File: src/rtl/dsd_pkg.sv
package dsd_pkg;

    typedef enum logic [2:0] {
        MODE_STANDBY    = 3'd0,
        MODE_READ       = 3'd1,
        MODE_EARLY_WR   = 3'd2,
        MODE_DELAYED_WR = 3'd3,
        MODE_RMW        = 3'd4,
        MODE_RAS_ONLY   = 3'd5,
        MODE_CBR        = 3'd6,
        MODE_SELF       = 3'd7
    } mode_e;

    typedef enum logic [1:0] {
        ST_IDLE    = 2'd0,
        ST_ROW     = 2'd1,
        ST_REFRESH = 2'd2
    } cyc_state_e;

endpackage

File: src/rtl/dsd_strobe_reg.sv
module dsd_strobe_reg #(
    parameter int N = 4
) (
    input  logic         clk,
    input  logic         rst_n,
    input  logic [N-1:0] now_n,
    output logic [N-1:0] prev_n
);
    logic [N-1:0] prev_d, prev_q;

    for (genvar i = 0; i < N; i++) begin : g_bit
        always_comb prev_d[i] = now_n[i];
        always_ff @(posedge clk or negedge rst_n) begin
            if (!rst_n) prev_q[i] <= 1'b1;
            else        prev_q[i] <= prev_d[i];
        end
    end

    assign prev_n = prev_q;
endmodule

File: src/rtl/dsd_low_timer.sv
module dsd_low_timer #(
    parameter int W = 8
) (
    input  logic         clk,
    input  logic         rst_n,
    input  logic         start,
    input  logic         run,
    output logic [W-1:0] count
);
    logic [W-1:0] count_d, count_q;

    always_comb begin
        count_d = count_q;
        if (start)                 count_d = W'(1);
        else if (run && !(&count_q)) count_d = count_q + W'(1);
    end

    always_ff @(posedge clk or negedge rst_n) begin
        if (!rst_n) count_q <= '0;
        else        count_q <= count_d;
    end

    assign count = count_q;

    assert_timer_start_R12: assert property (@(posedge clk) disable iff (!rst_n)
        start |=> count == W'(1));
endmodule

File: src/rtl/dsd_refresh_ctr.sv
module dsd_refresh_ctr #(
    parameter int W = 9
) (
    input  logic         clk,
    input  logic         rst_n,
    input  logic         bump,
    output logic [W-1:0] row
);
    logic [W-1:0] row_d, row_q;

    always_comb row_d = bump ? row_q + W'(1) : row_q;

    always_ff @(posedge clk or negedge rst_n) begin
        if (!rst_n) row_q <= '0;
        else        row_q <= row_d;
    end

    assign row = row_q;

    assert_refresh_step_R3: assert property (@(posedge clk) disable iff (!rst_n)
        bump |=> row == $past(row) + W'(1));
    assert_refresh_hold_R3: assert property (@(posedge clk) disable iff (!rst_n)
        !bump |=> $stable(row));
endmodule

File: src/rtl/dram_strobe_decoder.sv
module dram_strobe_decoder #(
    parameter int ADDR_W       = 9,
    parameter int TRAS_MAX_CYC = 10000,
    parameter int SELF_CYC     = 10000
) (
    input  logic              clk,
    input  logic              rst_n,
    input  logic              ras_n,
    input  logic              ucas_n,
    input  logic              lcas_n,
    input  logic              we_n,
    input  logic              oe_n,
    input  logic [ADDR_W-1:0] addr,
    output logic              rpt_valid,
    output logic [2:0]        rpt_mode,
    output logic              rpt_fast_page,
    output logic [ADDR_W-1:0] rpt_row,
    output logic [ADDR_W-1:0] rpt_col,
    output logic [1:0]        rpt_wbe,
    output logic              rpt_byte_viol,
    output logic              ras_viol,
    output logic [1:0]        drive_en,
    output logic [ADDR_W-1:0] refresh_row
);
    import dsd_pkg::*;

    localparam int LIMIT_MAX = (TRAS_MAX_CYC > SELF_CYC) ? TRAS_MAX_CYC : SELF_CYC;
    localparam int TW        = $clog2(LIMIT_MAX + 2);
    localparam logic [TW-1:0] TRAS_LIM = TW'(TRAS_MAX_CYC);
    localparam logic [TW-1:0] SELF_LIM = TW'(SELF_CYC);

    typedef struct packed {
        cyc_state_e        st;
        logic              started;
        logic              acc_open;
        logic              acc_early;
        logic              oe_seen;
        logic              acc_fp;
        logic              acc_viol;
        mode_e             acc_kind;
        logic [1:0]        wmask;
        logic [ADDR_W-1:0] row;
        logic [ADDR_W-1:0] col;
        logic [ADDR_W-1:0] ref_used;
        logic              rpt_valid;
        mode_e             rpt_mode;
        logic              rpt_fp;
        logic [ADDR_W-1:0] rpt_row;
        logic [ADDR_W-1:0] rpt_col;
        logic [1:0]        rpt_wbe;
        logic              rpt_viol;
        logic              ras_viol;
        logic [1:0]        drive;
    } dec_state_t;

    dec_state_t state_d, state_q;

    // strobe history: bit0 lower CAS, bit1 upper CAS, bit2 RAS, bit3 WE
    logic [3:0] strobes_now_n, strobes_prev_n;
    assign strobes_now_n = {we_n, ras_n, ucas_n, lcas_n};

    dsd_strobe_reg #(.N(4)) strobe_reg_i (
        .clk    (clk),
        .rst_n  (rst_n),
        .now_n  (strobes_now_n),
        .prev_n (strobes_prev_n)
    );

    logic [1:0] cas_n, cas_prev_n, byte_fall;
    logic       ras_fall, ras_rise, we_fall;
    logic       any_cas_now, any_cas_prev, comb_fall, comb_rise;
    logic       refresh_bump;
    logic [TW-1:0]     low_cnt;
    logic [ADDR_W-1:0] ref_row;

    always_comb begin
        cas_n        = {ucas_n, lcas_n};
        cas_prev_n   = strobes_prev_n[1:0];
        byte_fall    = cas_prev_n & ~cas_n;
        ras_fall     = strobes_prev_n[2] & ~ras_n;
        ras_rise     = ~strobes_prev_n[2] & ras_n;
        we_fall      = strobes_prev_n[3] & ~we_n;
        any_cas_now  = (cas_n != 2'b11);
        any_cas_prev = (cas_prev_n != 2'b11);
        comb_fall    = ~any_cas_prev & any_cas_now;
        comb_rise    = any_cas_prev & ~any_cas_now;
        refresh_bump = (state_q.st == ST_IDLE) && ras_fall && any_cas_now;
    end

    dsd_low_timer #(.W(TW)) low_timer_i (
        .clk   (clk),
        .rst_n (rst_n),
        .start (ras_fall),
        .run   (~ras_n),
        .count (low_cnt)
    );

    dsd_refresh_ctr #(.W(ADDR_W)) refresh_ctr_i (
        .clk   (clk),
        .rst_n (rst_n),
        .bump  (refresh_bump),
        .row   (ref_row)
    );

    always_comb begin
        state_d = state_q;
        state_d.rpt_valid = 1'b0;

        // column access tracking, independent of the row state once open
        if (state_q.st == ST_ROW && comb_fall) begin
            state_d.acc_open  = 1'b1;
            state_d.acc_early = ~we_n;
            state_d.oe_seen   = we_n & ~oe_n;
            state_d.acc_fp    = state_q.started;
            state_d.started   = 1'b1;
            state_d.acc_viol  = 1'b0;
            state_d.acc_kind  = we_n ? MODE_READ : MODE_EARLY_WR;
            state_d.wmask     = we_n ? 2'b00 : ~cas_n;
            state_d.col       = addr;
        end else if (state_q.acc_open) begin
            if (|byte_fall) begin
                if ((~we_n) != state_q.acc_early) state_d.acc_viol = 1'b1;
                if (!we_n) state_d.wmask = state_q.wmask | byte_fall;
            end
            if (we_fall && !state_q.acc_early && state_q.acc_kind == MODE_READ) begin
                state_d.acc_kind = state_q.oe_seen ? MODE_RMW : MODE_DELAYED_WR;
                state_d.wmask    = state_q.wmask | ~cas_n;
            end
            if (!oe_n && we_n && !state_q.acc_early) state_d.oe_seen = 1'b1;
            if (comb_rise) begin
                state_d.acc_open  = 1'b0;
                state_d.rpt_valid = 1'b1;
                state_d.rpt_mode  = state_q.acc_kind;
                state_d.rpt_fp    = state_q.acc_fp;
                state_d.rpt_row   = state_q.row;
                state_d.rpt_col   = state_q.col;
                state_d.rpt_wbe   = state_d.wmask;
                state_d.rpt_viol  = state_d.acc_viol;
            end
        end

        // row strobe sequencing
        unique case (state_q.st)
            ST_IDLE: begin
                if (ras_fall) begin
                    if (!any_cas_now) begin
                        state_d.st      = ST_ROW;
                        state_d.row     = addr;
                        state_d.started = 1'b0;
                    end else begin
                        state_d.st       = ST_REFRESH;
                        state_d.ref_used = ref_row;
                    end
                end
            end
            ST_ROW: begin
                if (ras_rise) begin
                    state_d.st       = ST_IDLE;
                    state_d.ras_viol = (low_cnt > TRAS_LIM);
                    if (!state_q.started) begin
                        state_d.rpt_valid = 1'b1;
                        state_d.rpt_mode  = MODE_RAS_ONLY;
                        state_d.rpt_fp    = 1'b0;
                        state_d.rpt_row   = state_q.row;
                        state_d.rpt_wbe   = 2'b00;
                        state_d.rpt_viol  = 1'b0;
                    end
                end
            end
            ST_REFRESH: begin
                if (ras_rise) begin
                    state_d.st        = ST_IDLE;
                    state_d.ras_viol  = 1'b0;
                    state_d.rpt_valid = 1'b1;
                    state_d.rpt_mode  = (low_cnt >= SELF_LIM) ? MODE_SELF : MODE_CBR;
                    state_d.rpt_fp    = 1'b0;
                    state_d.rpt_row   = state_q.ref_used;
                    state_d.rpt_wbe   = 2'b00;
                    state_d.rpt_viol  = 1'b0;
                end
            end
            default: state_d.st = ST_IDLE;
        endcase

        state_d.drive = (state_d.acc_open && !state_d.acc_early && we_n && !oe_n)
                        ? ~cas_n : 2'b00;
    end

    always_ff @(posedge clk or negedge rst_n) begin
        if (!rst_n) begin
            state_q          <= '0;
            state_q.st       <= ST_IDLE;
            state_q.acc_kind <= MODE_STANDBY;
            state_q.rpt_mode <= MODE_STANDBY;
        end else begin
            state_q <= state_d;
        end
    end

    assign rpt_valid     = state_q.rpt_valid;
    assign rpt_mode      = state_q.rpt_mode;
    assign rpt_fast_page = state_q.rpt_fp;
    assign rpt_row       = state_q.rpt_row;
    assign rpt_col       = state_q.rpt_col;
    assign rpt_wbe       = state_q.rpt_wbe;
    assign rpt_byte_viol = state_q.rpt_viol;
    assign ras_viol      = state_q.ras_viol;
    assign drive_en      = state_q.drive;
    assign refresh_row   = ref_row;

    assert_drive_needs_oe_R10: assert property (@(posedge clk) disable iff (!rst_n)
        (|drive_en) |-> !$past(oe_n));
    assert_drive_lower_cas_R10: assert property (@(posedge clk) disable iff (!rst_n)
        drive_en[0] |-> !$past(lcas_n));
    assert_drive_upper_cas_R10: assert property (@(posedge clk) disable iff (!rst_n)
        drive_en[1] |-> !$past(ucas_n));
    assert_read_no_wbe_R5: assert property (@(posedge clk) disable iff (!rst_n)
        (rpt_valid && rpt_mode == 3'd1) |-> rpt_wbe == 2'b00);
    assert_write_has_wbe_R6: assert property (@(posedge clk) disable iff (!rst_n)
        (rpt_valid && (rpt_mode == 3'd2 || rpt_mode == 3'd3 || rpt_mode == 3'd4))
        |-> rpt_wbe != 2'b00);
    assert_single_report_R5: assert property (@(posedge clk) disable iff (!rst_n)
        rpt_valid |=> !rpt_valid);
    assert_refresh_report_R3: assert property (@(posedge clk) disable iff (!rst_n)
        (rpt_valid && rpt_mode >= 3'd6) |-> $past(ras_n) && !$past(ras_n, 2));
endmodule

File: config.mk
export PLATFORM = sky130hd
export DESIGN_NAME = dram_strobe_decoder
export DESIGN_NICKNAME = d
export VERILOG_FILES = /design/src/rtl/dsd_pkg.sv /design/src/rtl/dsd_strobe_reg.sv /design/src/rtl/dsd_low_timer.sv /design/src/rtl/dsd_refresh_ctr.sv /design/src/rtl/dram_strobe_decoder.sv
export SDC_FILE = /design/constraint.sdc
export NUM_CORES = 1
export LEC_CHECK = 0
export ABC_AREA = 0
export ABC_CLOCK_PERIOD_IN_PS = 2960
export CORE_ASPECT_RATIO = 0.7
export CORE_UTILIZATION = 60
export CTS_CLUSTER_SIZE = 8
export DETAILED_ROUTE_END_ITERATION = 6
export HOLD_SLACK_MARGIN = 0.08
export PLACE_DENSITY_LB_ADDON = 0.1
export SLEW_MARGIN = 0
export SYNTH_ARGS = -nofsm -noshare
export SYNTH_HDL_FRONTEND = slang
export SYNTH_SLANG_ARGS = --single-unit
File: constraint.sdc
create_clock -name clk -period 2.96 [get_ports clk]
set_clock_uncertainty 0.15 [all_clocks]
set_input_delay 0.296 -clock clk [delete_from_list [all_inputs] [get_ports clk]]
set_output_delay 0.296 -clock clk [all_outputs]
set_load 0.005 [all_outputs]
### After elaboration in Yosys (flattened, before gate mapping)

Index checks and enable logic that the tools add are counted.

| storage, ports and cells | value |
|---|---|
| bits in read-only memories | 0 |
| bits in registers | 96 |
| input bits | 16 |
| logic and storage cells | 128 |
| output and inout port bits | 38 |
| latch bits | 0 |
| memories kept | 0 |
| RAM bits | 0 |

| operators by class | value |
|---|---|
| reduce and logical (&&, ||, !) cells | 31 |
| $add $sub $neg | 2 |
| multipliers | 0 |
| magnitude comparators | 2 |
| divide/modulo/power cells | 0 |
| shift-type cells | 0 |
| bitwise logic cells | 17 |
| multiplexer cells | 39 |
| eq/ne operators | 10 |

Operators by type and width:

| operator | number |
|---|---|
| $mux W26 | 3 |
| $mux W14 | 5 |
| $pmux W14 S2 | 1 |
| $add A14 B1 Y14 const B | 1 |
| $ge A14 B14 Y1 const B | 1 |
| $gt A14 B14 Y1 const B | 1 |
| $mux W2 | 7 |
| $reduce_and A14 Y1 | 1 |
| $mux W1 | 13 |
| $mux W6 | 2 |
| $reduce_and A3 Y1 | 4 |
| $logic_and A1 B1 Y1 | 11 |
| $reduce_bool A2 Y1 | 5 |
| $add A9 B1 Y9 const B | 1 |
| $mux W3 | 3 |
| $mux W4 | 2 |
| $ne A2 B2 Y1 const B | 4 |
| $pmux W4 S2 | 1 |
| $not A1 Y1 | 7 |
| $and A1 B1 Y1 | 6 |
| $reduce_and A2 Y1 | 3 |
| $mux W5 | 1 |
| $logic_not A1 Y1 | 4 |
| $ne A2 B1 Y1 const B | 2 |
| 10 further kinds | 12 |

### Depth between registers and ports, before layout

Gate-level depths: netlist of the first run.

| depth | value |
|---|---|
| depth in word-level cells | 12 |
| depth in mapped cells | 7 |
| mapped depth without buffers | 6 |

### Hierarchy

A second synthesis of the first run with hierarchy kept.

| unflattened totals | value |
|---|---|
| cells, all modules | 438 |
| area total of the unflattened synthesis | 4538.1 µm² |

By module, submodules not included:

| module | cells an instance | area an instance (µm²) | times used | sequential area each (µm²) |
|---|---|---|---|---|
| dram_strobe_decoder | 325 | 3248.1 | 1 | 1726.7 |
| dsd_low_timer | 80 | 797.0 | 1 | 350.3 |
| dsd_refresh_ctr | 29 | 387.9 | 1 | 225.2 |
| dsd_strobe_reg | 4 | 105.1 | 1 | 105.1 |

### Least setup slack after synthesis of the first run

OpenSTA, ideal clock, no wires.

| timing path | value |
|---|---|
| path type | reg2reg |
| start | register state_q[67] (netlist bit) |
| end | register state_q (netlist bit rpt_row[0]) |
| buffers on the path | 0 |
| arrival | 1.605 ns |
| slack | 1.079 ns |
| clock period less this slack | 1.881 ns |
| required time | 2.684 ns |
| stages on the path, launching flop included | 7 |
| library setup time | 0.126 ns |
| cell sequence | dfrtp_1 > inv_1 > ha_1 > nor2b_1 > a21boi_1 > nor3_4 > a221o_1 |

RTL lines:

| item | RTL line | source |
|---|---|---|
| from (decl) | dram_strobe_decoder.sv:56 | `dec_state_t state_d, state_q;` |
| from (signal assigned) | dram_strobe_decoder.sv:196 | `state_q <= state_d;` |

==> results of run 1 <==
[metal layers]
layer | part of all wire (%) | vias to the layer above | global-route usage (%)
li1 | - | 1609 | -
met1 | 49 | 1661 | 40.2
met2 | 44 | 113 | 39.1
met3 | 6.2 | 13 | 5.56
met4 | 1.0 | 0 | 6.54
met5 | 0 | - | 0
[critical path, cell delays in order, from the launching register on]
cell,delay [ps]
dfrtp_1,360
inv_1,80
ha_1,350
and3b_1,410
nand2_1,190
o221ai_2,440
a221o_1,240
[final timing paths]
kind                            depth (start not counted)                      to
max in group asynchronous                               3  strobe_reg_i.prev_n[3]
worst min register to register                          2              rpt_col[1]
worst max register to register                          6              rpt_row[6]
worst min-delay path                                    1  strobe_reg_i.prev_n[0]
worst max-delay path                                    6              rpt_row[6]
min in group asynchronous                               2             drive_en[1]
[per-stage QoR]
stage	hold WS [ps]	power [mW]	instances
4_1_cts	290	4.16	577
3_5_place_dp	191	3.26	560
5_1_grt	294	4.41	577
2_1_floorplan	-150	2.80	445
3_3_place_gp	187	3.20	560
6_report	303	4.14	577
[registers in the layout, summed over array words and instances, names as in the netlist]
signal / cells
state_q: 40
low_timer_i.count: 14
refresh_ctr_i.row: 9
rpt_col: 9
rpt_row: 9
strobe_reg_i.prev_n: 4
rpt_mode: 3
drive_en: 2
rpt_wbe: 2
ras_viol: 1
rpt_byte_viol: 1
rpt_fast_page: 1
rpt_valid: 1
[kinds of logic after synthesis]
kind of cell / Yosys count / synth area share, %
and+or+nand+nor: 184 / 20.0
DFF: 96 / 52.3
AOI/OAI and AO/OA: 70 / 11.5
buffers and inverters: 55 / 6.98
muxes: 25 / 5.95
xor gates and xnor gates: 9 / 1.71
adders and majority gates: 6 / 1.63
[power by group]
part / leakage, nW / internal (mW) / total (mW) / switching [mW]
combinational: 1.06 / 0.653 / 1.22 / 0.565
sequential: 1.25 / 1.70 / 2.04 / 0.339
clock: 0.106 / 0.401 / 0.878 / 0.477
[cell usage in the layout, fill, tap and decap left out, drive strengths merged, types with 2 or more instances in the layout]
cell	instances
inv	15
nand4	9
nor2	23
clkdlybuf4s50	52
a32oi	2
o311ai	2
nand2b	6
a211oi	2
o2bb2ai	2
o22a	2
o41ai	2
o31a	2
xnor2	8
a22oi	2
o22ai	2
mux2	19
clkbuf	9
clkinv	3
nor4	3
dfstp	4
nand3b	4
nor2b	6
buf	8
a21oi	15
a31oi	4
o31ai	2
nand3	11
nor3b	2
and3	14
a221o	9
nor3	6
o21ai	9
mux2i	6
a41o	2
dfrtp	92
nand2	92
ha	6
[cell type report]
cell class                      count  area (sq um)
Clock inverter                      7          77.6
Tap cell                           98           123
Clock buffer                        9           124
Fill cell                         543          2100
Multi-Input combinational cell    294          1880
Sequential cell                    96          2410
Inverter                           12          45.0
Timing Repair Buffer               61           603
[timing repair]
item                      in CTS  in global routing
hold endpoints to repair      42                  0
hold buffers                   1                  0
buffers inserted               0                  0
==> impl_metrics.yaml, run 1 <==
place:
  gp_congestion: 0.848
  placed_area_sq_um: 5040
  hpwl_microns: 6920
  dp_slack_ps: 561
  portBuffers: 53
sta:
  fin_crit_ps: 2280
  worstMarginPinSlew_ps: 689
  post-route-period-util_pct: 76.9
  slew_headroom_pct: 53.9
  setup_viol: 0
  final_hold_viol_count: 0
  rsz0062_at_grt: "no"
  setup_slack_ps: 684
  tns_ps: 0
  slew_viol_final: 0
  max_freq_mhz: 439
status:
  status: "completed"
global_routing:
  track_usage_pct: 26.4
  overflow: 0
  grt_pass1_wl_microns: 16000
  grt_pass1_vias: 3059
  antenna_found_initial: 0
  grt_max_degree: 52
route:
  first_pass_iters: 5
  drt-wirelength-per-cell_microns: 17.0
  via_per_inst: 5.89
  ant_nets: 0
  initialDrtViolationCount: 273
  drc_errors: 0
  vias: 3396
  finalWirelength_microns: 9790
setup_path:
  cp-end-kind: "register"
  start_kind: "register"
  crit_path_max_fanout: 12
  crit_start: "state_q[68]"
  cp.arrival_ps: 2430
  cp.required_ps: 3110
  worstSetupPathType: "register to register"
  r2r_start: "state_q[68]"
  reg2reg_setup_slack_ps: 680
clock_network:
  clock_latency_ps: 370
  cts_buffer_depth: 2
  cts_max_level: 3
  clockRootBuffer: "clkbuf_8"
  cts_tree: "yes"
  post_cts_resized: 0
  cts.sinks: 96
  cts_buffers: 9
  clk_pin_slew_worst_paths_ps: 90
floorplanning:
  core_sq_um: 7350
  die_h_microns: 75.3
  die_x_microns: 107
  io_pins: 54
  rows: 26
  start_util_pct: 62.6
  die-area_sq_um: 8040
hold_path:
  hp-class: "input port to register"
  min_from: "lcas_n"
synthesis:
  synth_nets: 467
  synth_cells: 445
  syn_area_per_cell_sq_um: 10.3
  yosys_register_bits: 96
  synth_seq_area_share_pct: 52.3
  ys_warn_count: 0
  synthArstFlopShare_pct: 100
  synth_enable_flop_cells: 0
  ys_types: 66
  post-synth-top-area-fraction_pct: 50.0
  synth_top_area_cell: "dfrtp_1"
  syn_area_sq_um: 4610
  synth-main-ff-cell: "dfrtp_1"
  yosys-top-cells-area: "dfrtp_1 (50%), nand2_1 (7.5%), mux2_1 (4.6%)"
  ys_top_cells_by_count: "dfrtp_1 (92), nand2_1 (92), buf_4 (26)"
pwr:
  power_density_nw_per_um2: 787
  peakVddDrop_v: 0.000504
  power.leakage_nw: 2.42
finish:
  area_growth_pct: 14.1
  final_core_utilization_pct: 71.5
  fin_nets: 496
  n_antenna_cell: 0
  drive_above_1_share_pct: 8.14
  fin_area_sq_um: 5260
run:
  cap_violations: 0
Power figures use the tool's default switching activity.
==> inputs of run 2 (changes only) <==
- ABC_CLOCK_PERIOD_IN_PS: 2960 -> 1850
- CORE_UTILIZATION: 60 -> 50
- clock period: 2.96 -> 1.85 ns (I/O delays scaled with it)
==> run 2 against run 1 <==
  * Combinational power increased by 87%
  * Critical path type unchanged
  * Non-clock buffer count grew 53
  * Global-route usage shrank 2.7 points
  * Wire length up 3.6%
  * Power up 77%
  * Cell count grew 13%
  * Worst setup slack got worse by 650 ps
  * First-iteration DRC count fell by 35%
==> impl_metrics.yaml, run 2 (synthesis results as in run 1) <==
route:
  wl_met1_microns: 4950
  routed.top_layer: "met4"
  via_per_inst: 5.41
  first_pass_iters: 5
  finalWirelength_microns: 10100
  drc_errors: 0
  wl_met2_microns: 4470
  vias: 3530
  initialDrtViolationCount: 177
  drt-wirelength-per-cell_microns: 15.5
  wl_met3_microns: 596
  ant_nets: 0
clock_network:
  cts_buffer_depth: 2
  cts_buffers: 9
  clockRootBuffer: "clkbuf_16"
  clock_latency_ps: 350
  clk_pin_slew_worst_paths_ps: 70
  cts_tree: "yes"
  cts.sinks: 96
  cts_max_level: 3
setup_path:
  worstRegToRegCells: 4
  slowest_stage: "dfstp_2"
  cp-end-kind: "register"
  crit_path_max_fanout: 9
  start_kind: "register"
  crit_family: "simple AND/OR/NAND/NOR gates"
  cp.required_ps: 1980
  crit_start: "strobe_reg_i.prev_n[0]"
  cp-endpoint: "rpt_row[4]"
  reg2reg_setup_slack_ps: 30
  critPathMaxStageDelay_ps: 580
  critPathBufInv: 0
  regToRegEndpoint: "rpt_row[4]"
  worstSetupPathType: "register to register"
  cp_cell_sequence: "nand2_1 > and3_1 > nor3_4 > a221o_1"
  cp.arrival_ps: 1950
  r2r_start: "strobe_reg_i.prev_n[0]"
  cp.depth: 4
floorplanning:
  die-area_sq_um: 9610
  die_h_microns: 82.3
  core_sq_um: 8690
  start_util_pct: 53.0
  die_x_microns: 117
  io_pins: 54
  rows: 28
sta:
  tns_ps: 0
  slew_headroom_pct: 63.7
  final_hold_viol_count: 0
  slew_viol_final: 0
  setup_slack_ps: 29.9
  timing.hold.ws_ps: 207
  max_freq_mhz: 549
  worstMarginPinSlew_ps: 544
  setup_viol: 0
  rsz0062_at_grt: "yes"
  post-route-period-util_pct: 98.4
  fin_crit_ps: 1820
finish:
  stdcell_count: 652
  largest_reg_flops: 40
  final_common_cell: "dfrtp_1"
  largest-register: "state_q"
  drive_above_1_share_pct: 19.7
  area_growth_pct: 27.7
  layout_common_cells: "dfrtp_1 (92), nand2_1 (91), buf_4 (54)"
  fill_cells: 748
  final_core_utilization_pct: 67.7
  n_antenna_cell: 0
  fin_area_sq_um: 5880
  fin_nets: 549
global_routing:
  overflow: 0
  grt_pass1_vias: 3461
  grt_max_degree: 42
  grt_pass1_wl_microns: 16900
  antenna_found_initial: 0
  track_usage_pct: 23.8
run:
  cap_violations: 0
place:
  dp.cells: 631
  dp_slack_ps: -161
  portBuffers: 53
  hpwl_microns: 7490
  gp_congestion: 0.949
  placed_area_sq_um: 5480
pwr:
  swShare_pct: 32.0
  power_density_nw_per_um2: 1250
  peakVddDrop_v: 0.000841
  power.leakage_nw: 2.73
  seq_power_share_pct: 44.3
  power_mw: 7.33
  p_clk_share_pct: 24.6
  combinationalPowerShare_pct: 31.1
  internal_power_mw: 4.98
  switchingPower_mw: 2.34
hold_path:
  hp-class: "input port to asynchronous set/reset pin"
status:
  status: "completed"
-- run 2: what timing repair did --
action / in CTS / in global routing
gates resized for setup: 9 / 7
buffers inserted: 1 / 2
setup endpoints to repair: 10 / 26
pin swaps: 2 / 2
cloned: 0 / 1
hold endpoints to repair: 82 / 0
hold buffers: 1 / 0
-- run 2: worst reg2reg max path: stages (launching register included) --
cell,delay (ps)
dfstp_2,580
nand2_1,170
and3_1,250
nor3_4,380
a221o_1,230
-- run 2: cell type report --
cell class / count / area (sq um) / share of cell area [%]
clock buffers: 9 / 225 / 3.83
clock inverters: 7 / 72.6 / 1.23
inverters: 12 / 45.0 / 0.766
multi-input cells: 294 / 1940 / 33.0
flip-flops and latches: 96 / 2410 / 40.9
well taps: 120 / 150 / 2.55
repair buffers: 114 / 1040 / 17.7
-- run 2: power groups by stage --
stage | sequential (mW) | combinational [mW] | clock, mW
after floorplan | 3.07 | 1.42 | 0
after global placement | 3.25 | 2.10 | 0
after detailed placement | 3.27 | 2.17 | 0
after CTS | 3.25 | 2.28 | 1.86
after global routing | 3.33 | 2.55 | 1.95
final | 3.25 | 2.28 | 1.80
-- run 2: worst min path at each step --
stage          slack, ps     endpoint  cells after the start  start
6_report             210  state_q[61]                      2  rst_n
3_5_place_dp          60   rpt_wbe[1]                      1  rst_n
5_1_grt              250   rpt_wbe[0]                      2  rst_n
2_1_floorplan       -260  drive_en[0]                      0  rst_n
4_1_cts              230   rpt_wbe[1]                      2  rst_n
3_3_place_gp          60   rpt_wbe[1]                      1  rst_n
-- run 2: per-layer routing --
layer	global-route usage, %	vias up
li1	-	1717
met1	33.3	1719
met2	35.0	84
met3	7.45	10
met4	7.85	0
met5	0	-
